--- src/rtl/zn_alu_pkg.sv ---
package zn_alu_pkg;

    localparam int CTRL_W = 6;

    // Field order follows the control word bit order, most significant first.
    typedef struct packed {
        logic zero_x;
        logic inv_x;
        logic zero_y;
        logic inv_y;
        logic use_sum;
        logic inv_out;
    } alu_ctrl_t;

endpackage

--- src/rtl/zn_operand_cond.sv ---
module zn_operand_cond #(
    parameter int WIDTH = 16
) (
    input  logic [WIDTH-1:0] opnd,
    input  logic             force_zero,
    input  logic             flip,
    output logic [WIDTH-1:0] conditioned
);

    logic [WIDTH-1:0] gated;

    // Zeroing comes first, then the conditional inversion.
    always_comb begin
        gated       = force_zero ? '0 : opnd;
        conditioned = gated ^ {WIDTH{flip}};
    end

endmodule

--- src/rtl/zn_core_func.sv ---
module zn_core_func #(
    parameter int WIDTH   = 16,
    parameter int SLICE_W = 4
) (
    input  logic [WIDTH-1:0] a_val,
    input  logic [WIDTH-1:0] b_val,
    input  logic             use_sum,
    output logic [WIDTH-1:0] core_out
);

    localparam int NSLICE = WIDTH / SLICE_W;

    logic [WIDTH-1:0]  sum_v;
    logic [WIDTH-1:0]  and_v;
    logic [NSLICE-1:0] carry;

    assign carry[0] = 1'b0;
    assign and_v    = a_val & b_val;

    for (genvar s = 0; s < NSLICE; s++) begin : g_slice
        if (s < NSLICE - 1) begin : g_mid
            logic [SLICE_W:0] part;
            assign part = {1'b0, a_val[s*SLICE_W +: SLICE_W]}
                        + {1'b0, b_val[s*SLICE_W +: SLICE_W]}
                        + {{SLICE_W{1'b0}}, carry[s]};
            assign sum_v[s*SLICE_W +: SLICE_W] = part[SLICE_W-1:0];
            assign carry[s+1] = part[SLICE_W];
        end else begin : g_top
            // The top slice drops its carry out.
            assign sum_v[s*SLICE_W +: SLICE_W] = a_val[s*SLICE_W +: SLICE_W]
                                               + b_val[s*SLICE_W +: SLICE_W]
                                               + {{(SLICE_W-1){1'b0}}, carry[s]};
        end
    end

    assign core_out = use_sum ? sum_v : and_v;

endmodule

--- src/rtl/zn_out_stage.sv ---
module zn_out_stage #(
    parameter int WIDTH = 16,
    parameter int ZGRP  = 8
) (
    input  logic [WIDTH-1:0] core_val,
    input  logic             inv_out,
    output logic [WIDTH-1:0] result,
    output logic             is_zero,
    output logic             is_neg
);

    localparam int NGRP = WIDTH / ZGRP;

    logic [NGRP-1:0] grp_any;

    assign result = core_val ^ {WIDTH{inv_out}};

    for (genvar g = 0; g < NGRP; g++) begin : g_zgrp
        assign grp_any[g] = |result[g*ZGRP +: ZGRP];
    end

    assign is_zero = ~|grp_any;
    assign is_neg  = result[WIDTH-1];

endmodule

--- src/rtl/zn_alu.sv ---
module zn_alu
    import zn_alu_pkg::*;
#(
    parameter int WIDTH   = 16,
    parameter int SLICE_W = 4,
    parameter int ZGRP    = 8
) (
    input  logic [WIDTH-1:0]  x_in,
    input  logic [WIDTH-1:0]  y_in,
    input  logic [CTRL_W-1:0] ctrl_word,
    output logic [WIDTH-1:0]  result,
    output logic              is_zero,
    output logic              is_neg
);

    alu_ctrl_t        cw;
    logic [WIDTH-1:0] x_cond;
    logic [WIDTH-1:0] y_cond;
    logic [WIDTH-1:0] core_res;

    assign cw = alu_ctrl_t'(ctrl_word);

    zn_operand_cond #(.WIDTH(WIDTH)) u_cond_x (
        .opnd        (x_in),
        .force_zero  (cw.zero_x),
        .flip        (cw.inv_x),
        .conditioned (x_cond)
    );

    zn_operand_cond #(.WIDTH(WIDTH)) u_cond_y (
        .opnd        (y_in),
        .force_zero  (cw.zero_y),
        .flip        (cw.inv_y),
        .conditioned (y_cond)
    );

    zn_core_func #(.WIDTH(WIDTH), .SLICE_W(SLICE_W)) u_core (
        .a_val    (x_cond),
        .b_val    (y_cond),
        .use_sum  (cw.use_sum),
        .core_out (core_res)
    );

    zn_out_stage #(.WIDTH(WIDTH), .ZGRP(ZGRP)) u_out (
        .core_val (core_res),
        .inv_out  (cw.inv_out),
        .result   (result),
        .is_zero  (is_zero),
        .is_neg   (is_neg)
    );

endmodule

--- config.mk ---
export PLATFORM = sky130hd
export DESIGN_NAME = zn_alu
export DESIGN_NICKNAME = d
export VERILOG_FILES = /design/src/rtl/zn_alu_pkg.sv /design/src/rtl/zn_operand_cond.sv /design/src/rtl/zn_core_func.sv /design/src/rtl/zn_out_stage.sv /design/src/rtl/zn_alu.sv
export SDC_FILE = /design/constraint.sdc
export NUM_CORES = 1
export LEC_CHECK = 0
export BUFFER_PORTS_ARGS = -buffer_cell sky130_fd_sc_hd__clkbuf_2
export CORE_MARGIN = 1.5
export CORE_UTILIZATION = 60
export DETAILED_ROUTE_END_ITERATION = 12
export PLACE_DENSITY = 0.88
export SYNTH_ARGS = -nofsm -noshare
export SYNTH_HDL_FRONTEND = slang
export SYNTH_HIERARCHICAL = 1
export SYNTH_SLANG_ARGS = --single-unit
--- constraint.sdc ---
create_clock -name vclk -period 15.4
set_input_delay 1.54 -clock vclk [all_inputs]
set_output_delay 1.54 -clock vclk [all_outputs]
set_load 0.02 [all_outputs]
Yosys cells after proc, flatten, opt, wreduce, memory -nomap -nowiden
Cells that the tools add are included.
{"block": "word_totals", "word_cells": 16, "reg_bits": 0, "in_bits": 38}
{"block": "op_classes", "n_bitwise": 4, "reduce_logical": 2, "n_mux": 3, "add_sub_neg": 7}
{"operator": "16-bit two-way mux", "count": 3}
{"operator": "16-bit bitwise XOR", "count": 3}
{"operator": "16-bit AND", "count": 1}
{"operator": "16-bit OR reduction", "count": 1}
{"operator": "4-bit by 4-bit adder with 5-bit output", "count": 3}
{"operator": "5-bit by 1-bit adder with 5-bit output", "count": 2}
{"operator": "4-bit by 1-bit adder with 4-bit output", "count": 1}
{"operator": "4-bit adder", "count": 1}
{"operator": "1-bit zero test", "count": 1}

Depth between registers and ports, before layout
{"block": "depth", "ltp_word": 10, "depth_mapped": 21, "ltp_nobuf": 21}

Cells and area by module
Netlist, hierarchy kept.
{"module": "zn_operand_cond", "cells_each": 35, "area_per_inst_um2": 432.9, "n_inst": 2, "seq_area_each_um2": 0.0}
{"module": "zn_core_func", "cells_each": 84, "area_per_inst_um2": 804.5, "n_inst": 1, "seq_area_each_um2": 0.0}
{"module": "zn_out_stage", "cells_each": 32, "area_per_inst_um2": 264.0, "n_inst": 1, "seq_area_each_um2": 0.0}

Least setup slack after synthesis
OpenSTA, ideal clock, no wires.
{"block": "synth_path", "kind": "in2out", "startpoint": "input ctrl_word[5]", "endpoint": "output is_zero", "arrival_time_ps": 6702, "n_path_buf": 0, "setup_slack_ps": 7158, "path_stages": 21, "path_cell_list": "nand2b_1 -> xnor2_1 -> ha_1 -> fa_1 -> a21o_1 -> a21o_1 -> fa_1 -> fa_1 -> a21oi_1 -> o21bai_1 -> fa_1 -> fa_1 -> a21oi_1 -> o21bai_1 -> fa_1 -> fa_1 -> xnor2_1 -> a21oi_1 -> or4_1 -> mux2i_1 -> and4_1"}
{"block": "synth_between", "elab_chain_cells": 10, "word_cells_on_any_way": 14}
{"item": "start, declared", "line_no": "zn_alu.sv:10", "source": "input logic [CTRL_W-1:0] ctrl_word,"}
{"item": "16-bit two-way mux", "line_no": "zn_operand_cond.sv:14", "source": "gated = force_zero ? '0 : opnd;"}
{"item": "16-bit bitwise XOR", "line_no": "zn_operand_cond.sv:15", "source": "conditioned = gated ^ {WIDTH{flip}};"}
{"item": "via x_cond[0]", "line_no": "zn_alu.sv:17", "source": "logic [WIDTH-1:0] x_cond;"}
{"item": "4-bit by 4-bit adder with 5-bit output", "line_no": "zn_core_func.sv:24", "source": "+ {1'b0, b_val[s*SLICE_W +: SLICE_W]}"}
{"item": "5-bit by 1-bit adder with 5-bit output (2 in series)", "line_no": "zn_core_func.sv:25", "source": "+ {{SLICE_W{1'b0}}, carry[s]};"}
{"item": "4-bit by 1-bit adder with 4-bit output", "line_no": "zn_core_func.sv:32", "source": "+ {{(SLICE_W-1){1'b0}}, carry[s]};"}
{"item": "16-bit two-way mux", "line_no": "zn_core_func.sv:36", "source": "assign core_out = use_sum ? sum_v : and_v;"}
{"item": "via core_res[14]", "line_no": "zn_alu.sv:19", "source": "logic [WIDTH-1:0] core_res;"}
{"item": "16-bit bitwise XOR", "line_no": "zn_out_stage.sv:16", "source": "assign result = core_val ^ {WIDTH{inv_out}};"}
{"item": "16-bit OR reduction", "line_no": "zn_out_stage.sv:22", "source": "assign is_zero = ~|grp_any;"}
{"item": "1-bit zero test", "line_no": "zn_out_stage.sv:22"}
{"item": "end, declared", "line_no": "zn_alu.sv:12", "source": "output logic is_zero,"}
The timed path passes the listed nets, and every way through them passes these cells.

Final worst setup path
{"block": "layout_path", "startpoint": "input ctrl_word[4]", "endpoint": "output is_zero"}
{"block": "layout_between", "elab_chain_cells": 9, "word_cells_on_any_way": 13}
{"item": "16-bit bitwise XOR", "line_no": "zn_operand_cond.sv:15"}
{"item": "via x_cond[0]", "line_no": "zn_alu.sv:17"}
{"item": "4-bit by 4-bit adder with 5-bit output", "line_no": "zn_core_func.sv:24"}
{"item": "5-bit by 1-bit adder with 5-bit output (2 in series)", "line_no": "zn_core_func.sv:25"}
{"item": "4-bit by 1-bit adder with 4-bit output", "line_no": "zn_core_func.sv:32"}
{"item": "16-bit two-way mux", "line_no": "zn_core_func.sv:36"}
{"item": "via core_res[14]", "line_no": "zn_alu.sv:19"}
{"item": "16-bit bitwise XOR", "line_no": "zn_out_stage.sv:16"}
{"item": "16-bit OR reduction", "line_no": "zn_out_stage.sv:22"}
{"item": "1-bit zero test", "line_no": "zn_out_stage.sv:22"}
The timed path passes the listed nets, and every way through them passes these cells.

==> impl_table.tex <==
\begin{tabular}{lr}
\hline
Metric & Value \\
\hline
\multicolumn{2}{l}{\textbf{Pwr}} \\
Power per Cell Area & 61.83 nW/um2 \\
Post-layout total power & 0.1321 mW \\
Leakage power & 1.072 nW \\
VDD IR-drop max & 0.03107 mV \\
\multicolumn{2}{l}{\textbf{Finish}} \\
Number of nets in the layout & a little under 300 \\
Fillers & 244 \\
Sequential cell area & 0 um2 \\
Synthesis-to-layout area growth & 10.48\% \\
Ant. Diodes & 0 \\
Core utilization of the finished layout & 70.00\% \\
Most common library cell in the layout ignoring fill and taps & sky130\_fd\_sc\_hd\_\_clkbuf\_2 \\
Layout cell share with drive strength beyond 1 & 44.78\% \\
Multi-input gate area in the final layout & 1794 um2 \\
Seq Cell Count & 0 \\
Leading cell types in the layout, fill and taps excluded & sky130\_fd\_sc\_hd\_\_clkbuf\_2 (56), sky130\_fd\_sc\_hd\_\_nand2b\_4 (20), sky130\_fd\_sc\_hd\_\_xnor2\_2 (20) \\
Number of clock buffers in the layout & 0 \\
\multicolumn{2}{l}{\textbf{Yosys}} \\
Yosys warnings & 6 \\
Share of synthesized area occupied by flip-flops and latches & 0\% \\
Area share of and/or/nand/nor cells after synthesis & 29.11\% \\
Netlist Area Pre-Place & 1934 um2 \\
Synthesized net count & 247 \\
Cell accounting for the most synthesized area & sky130\_fd\_sc\_hd\_\_xnor2\_2 \\
Avg Inst Size Synth & $\sim$10 um2 \\
Proportion of synthesized area in mux cells & 6.727\% \\
Synth Area in Adders & 17.59\% \\
Largest family of logic cells by synthesized area & XOR/XNOR gates \\
Share of the synthesized area in the top cell type & 16.82\% \\
Largest cells by area after synthesis & sky130\_fd\_sc\_hd\_\_xnor2\_2 (17\%), sky130\_fd\_sc\_hd\_\_nand2b\_4 (14\%), sky130\_fd\_sc\_hd\_\_ha\_1 (10\%) \\
Yosys cell types & 36 \\
Synthesized netlist cell count & about 190 \\
Compound-gate portion of the synthesized area & 8.021\% \\
XOR/XNOR share of the synthesized area & 31.31\% \\
\multicolumn{2}{l}{\textbf{Worst setup path}} \\
Crit path max-delay cell type & sky130\_fd\_sc\_hd\_\_clkbuf\_2 \\
Required time at the worst-slack endpoint & between 10 and 15 ns \\
Largest stage delay, worst path & 0.57 ns \\
Largest fanout on the critical path & 16 \\
CP Data Arrival Time & 7.64 ns \\
Setup Crit Path Kind & input pin to output port \\
CP dominant cell by count & sky130\_fd\_sc\_hd\_\_fa\_1 \\
Endpoint type of the worst setup path & output port \\
CP startpoint kind & input pin \\
Cells along the critical path & clkbuf\_2, xnor2\_1, ha\_1, fa\_1, a21o\_1, a21o\_1, fa\_1, fa\_1, a21oi\_1, o21bai\_1, fa\_1, fa\_1, a21oi\_1, o21bai\_1, fa\_1, fa\_1, xnor2\_1, a21oi\_1, or4\_1, mux2i\_1, and4\_1, clkbuf\_2 \\
\multicolumn{2}{l}{\textbf{Timing}} \\
Number of max-slew violations in the final report & 0 \\
Setup repair after global routing missed its margin & no \\
Portion of the clock cycle consumed by the worst path in the final layout & 59.63\% \\
Max-slew headroom & 49.30\% \\
Setup Total Neg Slack & 0 ns \\
Shortest period the worst path allows & about 9.2 ns \\
Final setup vio count & 0 \\
Maximum achievable frequency & 0.1089 GHz \\
Count of final hold-check violations & 0 \\
Slew at the pin closest to its max-slew limit & 0.7605 ns \\
\multicolumn{2}{l}{\textbf{Global route}} \\
Via count of the first global-routing pass & 1380 \\
Overall Global Routing Usage & about a fifth \\
Largest net degree at the start of global routing & 36 \\
Number of antenna violations at the first check in global routing & 0 \\
Global-route congestion overflow total & 0 \\
First-pass GRT wire length & 5747 um \\
\multicolumn{2}{l}{\textbf{CTS}} \\
Hold Buf Count CTS & 0 \\
Post-CTS setup buffers & 0 \\
Gates resized, CTS repair & 0 \\
\multicolumn{2}{l}{\textbf{Routing}} \\
Pre-antenna DRT Iters & 4 \\
Avg Vias per Cell & 5.478 \\
Total number of vias & 1501 \\
Remaining antenna violation count after routing & 0 \\
Average wire per standard cell & 12.84 um \\
Remaining DRCs & 0 \\
Violation count after the first detailed-route iteration & 39 \\
Final routed wirelength across all metal layers & 3518 um \\
\multicolumn{2}{l}{\textbf{Floorplan}} \\
Core outline area & 3053 um2 \\
Die Width & 59.78 um \\
Die Footprint & 3574 um2 \\
Row Count & 20 \\
Chip Height & 59.78 um \\
Number of primary I/O pins & 56 \\
Initial Utilization & approximately 63\% \\
\multicolumn{2}{l}{\textbf{Placement}} \\
Port buffer count & between 50 and 60 \\
Placed wire-length estimate & about 3000 um \\
Final weighted congestion in routability-driven placement & 0.8100 \\
\multicolumn{2}{l}{\textbf{Hold path}} \\
Hold crit path type & input pin to output port \\
\multicolumn{2}{l}{\textbf{Run status}} \\
Status & finished clean \\
\multicolumn{2}{l}{\textbf{Job}} \\
Number of max-cap violations & 0 \\
\hline
\end{tabular}
power breakdown:
part / switching [mW] / internal, mW / leakage (nW) / total, mW
clock: 0 / 0 / 0 / 0
combinational: 0.0746 / 0.0575 / 1.07 / 0.132
sequential: 0 / 0 / 0 / 0
layer usage:
metal | track usage (%) | routed length, um
met5 | 0 | 0
met4 | 7.302 | 33
met3 | 0.4329 | 136
met2 | 37.73 | 1820
met1 | 24.77 | 1528
metrics by stage:
stage	worst slack [ns]	instances	area (um2)	hold slack [ns]
2_1_floorplan	7.158	186	1934	3.411
3_3_place_gp	6.391	274	2137	3.794
3_5_place_dp	6.230	274	2137	3.821
4_1_cts	6.232	274	2137	3.823
5_1_grt	5.887	274	2137	3.876
6_report	6.217	274	2137	3.825
path summary, 6_finish.rpt:
| kind | cells after the start | endpoint | slack [ns] | from |
|---|---|---|---|---|
| worst max-delay path | 22 | is_zero | 6.22 | ctrl_word[4] |
| worst min-delay path | 3 | result[9] | 3.83 | ctrl_word[0] |
critical path, delay by kind of cell:
family	cells	cell delay (ns)
AO/OA/AOI/OAI	7	1.04
adder cells (fa/ha/maj)	8	3.14
buffers and inverters	2	0.73
AND/OR/NAND/NOR	2	0.73
multiplexers	1	0.14
XOR/XNOR	2	0.31
synthesized netlist by cell type (5+ instances only):
cell type / instances
sky130_fd_sc_hd__xor2_1: 16
sky130_fd_sc_hd__xnor2_1: 16
sky130_fd_sc_hd__ha_1: 16
sky130_fd_sc_hd__or4_1: 5
sky130_fd_sc_hd__a21oi_1: 9
sky130_fd_sc_hd__fa_1: 7
sky130_fd_sc_hd__xnor2_2: 20
sky130_fd_sc_hd__nand2b_1: 13
sky130_fd_sc_hd__buf_6: 6
sky130_fd_sc_hd__nand2b_4: 20
kinds of logic after synthesis:
logic type,after synthesis
and+or+nand+nor,64
xor gates and xnor gates,52
adders and majority gates,23
AOI/OAI and AO/OA,21
buffers and inverters,14
muxes,12
area by class of cell:
cell class,instances,share of cell area [%]
tap,44,2.576
inverter,2,0.3513
multi-input combinational,172,83.96
timing repair buffer,56,13.11
(Power assumes the default switching activity.)
